--- config.mk ---
export PLATFORM = sky130hd
export DESIGN_NAME = cfg_index_port
export DESIGN_NICKNAME = d
export VERILOG_FILES = /design/src/rtl/cfg_port_pkg.sv /design/src/rtl/cfg_port_decode.sv /design/src/rtl/cfg_dev_bank.sv /design/src/rtl/cfg_read_mux.sv /design/src/rtl/cfg_index_port.sv
export SDC_FILE = /design/constraint.sdc
export NUM_CORES = 1
export LEC_CHECK = 0
export ABC_CLOCK_PERIOD_IN_PS = 6410
export BUFFER_PORTS_ARGS = -buffer_cell sky130_fd_sc_hd__buf_2
export CAP_MARGIN = 20
export CORE_AREA = 5 5 193 195
export CTS_CLUSTER_SIZE = 10
export DETAILED_ROUTE_END_ITERATION = 8
export DIE_AREA = 0 0 198 200
export GPL_TIMING_DRIVEN = 0
export HOLD_SLACK_MARGIN = 0.02
export PLACE_DENSITY = 0.58
export SETUP_SLACK_MARGIN = 0.02
export SLEW_MARGIN = 20
export SYNTH_ARGS = -nofsm -noshare
export SYNTH_HDL_FRONTEND = slang
export SYNTH_SLANG_ARGS = --single-unit
export TNS_END_PERCENT = 1
--- constraint.sdc ---
create_clock -name clk -period 6.41 [get_ports clk]
set_input_delay 1.923 -clock clk [delete_from_list [all_inputs] [get_ports clk]]
set_output_delay 1.923 -clock clk [all_outputs]
set_load 0.01 [all_outputs]
--- src/rtl/cfg_port_pkg.sv ---
package cfg_port_pkg;

    localparam logic [7:0] IDX_LDN     = 8'h07;
    localparam logic [7:0] IDX_CHIP_ID = 8'h20;
    localparam logic [7:0] IDX_REV     = 8'h27;
    localparam logic [7:0] IDX_ACT     = 8'h30;
    localparam logic [7:0] IDX_BASE_HI = 8'h60;
    localparam logic [7:0] IDX_BASE_LO = 8'h61;
    localparam logic [7:0] IDX_EXT_MIN = 8'hF0;

    localparam logic [7:0] CHIP_ID_VAL = 8'hE9;

    // Decoded host access to the two-byte port
    typedef struct packed {
        logic idx_wr;
        logic idx_rd;
        logic dat_wr;
        logic dat_rd;
    } port_acc_t;

    // Per-device bank contents
    typedef struct packed {
        logic        act;
        logic [15:0] base;
    } bank_t;

endpackage

--- src/rtl/cfg_port_decode.sv ---
module cfg_port_decode
    import cfg_port_pkg::*;
#(
    parameter int               ADDR_W   = 16,
    parameter logic [ADDR_W-1:0] BASE_PRI = 16'h002E,
    parameter logic [ADDR_W-1:0] BASE_ALT = 16'h004E
) (
    input  logic [ADDR_W-1:0] addr,
    input  logic              strap_alt,
    input  logic              rd,
    input  logic              wr,
    output port_acc_t         acc
);

    logic [ADDR_W-1:0] base;
    logic              hit_idx;
    logic              hit_dat;

    always_comb begin
        base    = strap_alt ? BASE_ALT : BASE_PRI;
        hit_idx = (addr == base);
        hit_dat = (addr == (base + ADDR_W'(1)));

        acc        = '0;
        acc.idx_wr = hit_idx & wr;
        acc.idx_rd = hit_idx & rd;
        acc.dat_wr = hit_dat & wr;
        acc.dat_rd = hit_dat & rd;
    end

endmodule

--- src/rtl/cfg_dev_bank.sv ---
module cfg_dev_bank
    import cfg_port_pkg::*;
#(
    parameter int NUM_DEV = 15,
    parameter int LDN_W   = 4
) (
    input  logic                  clk,
    input  logic                  rst_n,
    input  logic [LDN_W-1:0]      sel,
    input  logic                  wr_act,
    input  logic                  wr_hi,
    input  logic                  wr_lo,
    input  logic [7:0]            wdata,
    output logic [NUM_DEV-1:0]    act,
    output logic [NUM_DEV*16-1:0] base,
    output logic                  sel_act,
    output logic [15:0]           sel_base
);

    for (genvar g = 0; g < NUM_DEV; g++) begin : g_bank
        bank_t b_d;
        bank_t b_q;
        logic  mine;

        always_comb begin
            mine = (sel == LDN_W'(g));
            b_d  = b_q;
            if (mine && wr_act) b_d.act        = wdata[0];
            if (mine && wr_hi)  b_d.base[15:8] = wdata;
            if (mine && wr_lo)  b_d.base[7:0]  = wdata;
        end

        always_ff @(posedge clk or negedge rst_n) begin
            if (!rst_n) b_q <= '0;
            else        b_q <= b_d;
        end

        assign act[g]           = b_q.act;
        assign base[g*16 +: 16] = b_q.base;
    end

    // Read view of the selected bank
    always_comb begin
        sel_act  = 1'b0;
        sel_base = '0;
        for (int i = 0; i < NUM_DEV; i++) begin
            if (sel == LDN_W'(i)) begin
                sel_act  = act[i];
                sel_base = base[i*16 +: 16];
            end
        end
    end

endmodule

--- src/rtl/cfg_read_mux.sv ---
module cfg_read_mux
    import cfg_port_pkg::*;
#(
    parameter int         LDN_W   = 4,
    parameter logic [7:0] REV_VAL = 8'h03
) (
    input  port_acc_t         acc,
    input  logic [7:0]        index,
    input  logic [LDN_W-1:0]  ldn,
    input  logic              sel_act,
    input  logic [15:0]       sel_base,
    input  logic [7:0]        ext_rdata,
    output logic [7:0]        rdata
);

    logic [7:0] reg_val;

    always_comb begin
        reg_val = 8'h00;
        if (index >= IDX_EXT_MIN) begin
            reg_val = ext_rdata;
        end else begin
            case (index)
                IDX_LDN:     reg_val = {{(8-LDN_W){1'b0}}, ldn};
                IDX_CHIP_ID: reg_val = CHIP_ID_VAL;
                IDX_REV:     reg_val = REV_VAL;
                IDX_ACT:     reg_val = {7'b0, sel_act};
                IDX_BASE_HI: reg_val = sel_base[15:8];
                IDX_BASE_LO: reg_val = sel_base[7:0];
                default:     reg_val = 8'h00;
            endcase
        end

        rdata = 8'h00;
        if (acc.idx_rd)      rdata = index;
        else if (acc.dat_rd) rdata = reg_val;
    end

endmodule

--- src/rtl/cfg_index_port.sv ---
module cfg_index_port
    import cfg_port_pkg::*;
#(
    parameter int                ADDR_W   = 16,
    parameter int                NUM_DEV  = 15,
    parameter logic [ADDR_W-1:0] BASE_PRI = 16'h002E,
    parameter logic [ADDR_W-1:0] BASE_ALT = 16'h004E,
    parameter logic [7:0]        REV_VAL  = 8'h03
) (
    input  logic                  clk,
    input  logic                  rst_n,
    input  logic                  strap_alt,
    input  logic [ADDR_W-1:0]     bus_addr,
    input  logic                  bus_wr,
    input  logic                  bus_rd,
    input  logic [7:0]            bus_wdata,
    output logic [7:0]            bus_rdata,
    output logic [NUM_DEV-1:0]    dev_active,
    output logic [NUM_DEV*16-1:0] dev_base,
    output logic                  ext_stb,
    output logic                  ext_we,
    output logic [$clog2(NUM_DEV)-1:0] ext_dev,
    output logic [7:0]            ext_idx,
    output logic [7:0]            ext_wdata,
    input  logic [7:0]            ext_rdata
);

    localparam int         LDN_W     = $clog2(NUM_DEV);
    localparam logic [7:0] LDN_LIMIT = 8'(NUM_DEV);

    typedef struct packed {
        logic [7:0]       index;
        logic [LDN_W-1:0] ldn;
    } ctl_t;

    ctl_t      ctl_d;
    ctl_t      ctl_q;
    port_acc_t acc;
    logic      wr_act;
    logic      wr_hi;
    logic      wr_lo;
    logic      sel_act;
    logic [15:0] sel_base;

    cfg_port_decode #(
        .ADDR_W   (ADDR_W),
        .BASE_PRI (BASE_PRI),
        .BASE_ALT (BASE_ALT)
    ) u_decode (
        .addr      (bus_addr),
        .strap_alt (strap_alt),
        .rd        (bus_rd),
        .wr        (bus_wr),
        .acc       (acc)
    );

    always_comb begin
        ctl_d = ctl_q;
        if (acc.idx_wr)
            ctl_d.index = bus_wdata;
        if (acc.dat_wr && ctl_q.index == IDX_LDN && bus_wdata < LDN_LIMIT)
            ctl_d.ldn = bus_wdata[LDN_W-1:0];

        wr_act = acc.dat_wr && (ctl_q.index == IDX_ACT);
        wr_hi  = acc.dat_wr && (ctl_q.index == IDX_BASE_HI);
        wr_lo  = acc.dat_wr && (ctl_q.index == IDX_BASE_LO);
    end

    always_ff @(posedge clk or negedge rst_n) begin
        if (!rst_n) ctl_q <= '0;
        else        ctl_q <= ctl_d;
    end

    cfg_dev_bank #(
        .NUM_DEV (NUM_DEV),
        .LDN_W   (LDN_W)
    ) u_bank (
        .clk      (clk),
        .rst_n    (rst_n),
        .sel      (ctl_q.ldn),
        .wr_act   (wr_act),
        .wr_hi    (wr_hi),
        .wr_lo    (wr_lo),
        .wdata    (bus_wdata),
        .act      (dev_active),
        .base     (dev_base),
        .sel_act  (sel_act),
        .sel_base (sel_base)
    );

    cfg_read_mux #(
        .LDN_W   (LDN_W),
        .REV_VAL (REV_VAL)
    ) u_rmux (
        .acc       (acc),
        .index     (ctl_q.index),
        .ldn       (ctl_q.ldn),
        .sel_act   (sel_act),
        .sel_base  (sel_base),
        .ext_rdata (ext_rdata),
        .rdata     (bus_rdata)
    );

    // Forwarding of device-specific indices
    always_comb begin
        ext_stb   = (acc.dat_wr | acc.dat_rd) && (ctl_q.index >= IDX_EXT_MIN);
        ext_we    = acc.dat_wr;
        ext_dev   = ctl_q.ldn;
        ext_idx   = ctl_q.index;
        ext_wdata = bus_wdata;
    end

endmodule

==> run metrics <==
met2 global-route usage 0.494; Post-Synth Adder-Cell Area 0; Design Area, Final 16900 um^2; Max Slew Vio Count 0; final setup TNS 0 ns; data arrival time of the critical path between 4 and 5 ns; Synth Area in Simple Gates 0.110; fin crit share 0.960; placement-stage cell area 15900 um^2; Final ANT Viol Nets 0; post-synthesis mux area share 0.261; Hold Slack 0.529 ns; Post-Place Cells between 1500 and 2000; Syn Area/Cell 12.1 um^2; utilization after layout 0.479; final count of hold timing violations 0; GR Util met3 0.0681; GRT Overall Usage 0.316; largest net degree at the start of global routing between 80 and 90; RSZ-0062 raised after global routing false; Power, Total 3.59 mW; kind of end point of the critical path primary output; first-pass GRT wire length roughly 90000 um; post-CTS setup buffer count 0; largest family of logic cells by synthesized area multiplexers; area of the multi-input gates 6460 um^2; Worst slew margin 0.250; Top FF cell, synth dfrtp_1; worst slew pin tran around 1.1 ns; Mapped Area 13600 um^2; clk_lat worst skew 0.52 ns; via count 12000; htree depth 2; Top delay family on crit path buffers and inverters; Sequential cell area 6680 um^2; xor/xnor share of the synthesized area 0; critical path's slowest cell clkbuf_1; Finish-stage setup viols 0; Seq/Total Area, Yosys 0.491; PortBufs 321; pwr/cell area ~210 nW/um^2; fill cell count approximately 3400; GRT met1 Usage 0.437; CP Max Fanout 10; Iteration-0 DRC Markers 1134; top cells by count, synth dfrtp_1 (267), mux2_2 (264), nand2_1 (66), nor2_1 (60), o21ai_0 (53); Post-CTS Resized 0; CP Launch Type register; Die ar. around 40000 um^2; CTS tree built; Synth top area share 0.491; Worst Path Required 4.49 ns; Ports 322; CORE AREA 35200 um^2; Clk Tree Root Cell clkbuf_16; Initial Util 0.386; routability cong. 1.01; Post-synth EDFFs 0; initial antenna violation count 1; worst clock skew 0.00823 ns; Place WS 0.291 ns; routed vias/inst 6.10; Setup CP Type reg -> out; #FFs+latches synth 267; Distinct cells, synth 70; Post-Layout Cell Count 1963; Peak VDD IR 0.154 mV; drt wl/cell around 33 um; status completed; clock-pin slew on the worst setup and hold paths 0.05 ns; cell taking the most area after synthesis dfrtp_1; Pre-Repair DR Iteration Count 6; Worst Path Buf+Inv 6; Peak Freq roughly 0.16 GHz; Worst Hold Class reg -> reg; Max Cap Viol 0; Synth Area in Compound Gates 0.104; Sinks on Clock Net roughly 270; grt ovf 0; # hold bufs at CTS 0; vias in the first global route about 12000; Final WS setup 0.253 ns; Synth Instances 1129; FP Rows 69; Post-synth ARST share 1.00; final WL 64300 um; DR DRC count 0; most used cell, CP buf_2; most frequent cell after synthesis dfrtp_1; Final #Nets 1526; CTS Buf Count 34; die height 200 um; largest cells by area after synthesis dfrtp_1 (49%), mux2_2 (22%), nor2_8 (2.9%), o21ai_0 (1.9%), nand2_1 (1.8%); synth warn 0; syn_nets 1166; Die X 198 um; gr busiest metal met2; fraction of layout cells with a size suffix above 1 0.481; delay of the slowest critical-path stage about 0.65 ns; clk buf depth 3; ant diodes 0; leakage power 9.07 nW; minimum clock period slightly above 6 ns; DP HPWL 48800 um; Area Overhead vs Synth 24.1%; crit path cell chain buf_2 > buf_2 > buf_2 > buf_2 > clkbuf_1 > a22oi_1 > o32ai_1 > a21oi_1 > o2bb2ai_1 > buf_2
## power by group
part / internal, mW / total (mW) / switching (mW)
clock: 1.05 / 1.78 / 0.734
combinational: 0.0256 / 0.119 / 0.0931
sequential: 1.69 / 1.69 / 0.0000246
total: 2.76 / 3.59 / 0.827
## registers in the layout, indices dropped and copies added (netlist names)
register and count:
u_bank.base 240, ext_idx 8, ext_dev 4, u_bank.act 15
## cell type report
type                    instances  area share
clock inverters                 6     0.00437
well taps                     461      0.0342
inverters                       7     0.00156
multi-input cells             763       0.383
flip-flops and latches        267       0.396
clock buffers                  43      0.0548
repair buffers                324       0.101
plain buffers                  92      0.0260
## logic make-up (layout without fill, tap and decap cells)
family | count (synthesis) | after routing
muxes | 308 | 308
DFF | 267 | 267
and+or+nand+nor | 241 | 241
AOI/OAI and AO/OA | 214 | 214
buffers and inverters | 99 | 472
## cells in the final DEF (no fill, tap or decap), types with 5 or more instances in the layout
master and count:
a2111oi_0 6, a211oi_1 8, a21o_1 5, a21oi_1 44, a221oi_1 11, a22o_1 6, a22oi_1 10, a31oi_1 15
and3_1 6, buf_1 6, buf_2 344, buf_4 11, clkbuf_1 54, clkbuf_16 34, dfrtp_1 267, inv_1 5
mux2_1 14, mux2_2 264, mux2i_1 20, mux4_2 10, nand2_1 66, nand2b_1 5, nand3_1 15, nand4_1 5
nor2_1 60, nor2_2 9, nor2_8 20, nor2b_1 11, nor3_1 14, nor4_1 6, o21ai_0 53, o221ai_1 6
o22ai_1 14
## routing by layer
| metal | wire length [um] | up-vias |
|---|---|---|
| met1 | 26700 | 6202 |
| met2 | 29100 | 714 |
| li1 | - | 4905 |
| met4 | 2760 | 2 |
| met5 | 14 | - |
| met3 | 5800 | 152 |
## path summary, 6_finish.rpt
check                           startpoint          endpoint  slack [ns]  cells past startpoint
min reg2reg                u_bank.base[25]   u_bank.base[25]        0.53                      1
max in group asynchronous            rst_n   u_bank.base[95]        4.08                      3
max reg2reg                     ext_dev[1]   u_bank.base[81]        3.16                      7
max                             ext_dev[1]      bus_rdata[4]        0.25                     10
min                        u_bank.base[25]   u_bank.base[25]        0.53                      1
min in group asynchronous            rst_n  u_bank.base[223]        1.25                      1
Power figures use the tool's default switching activity.
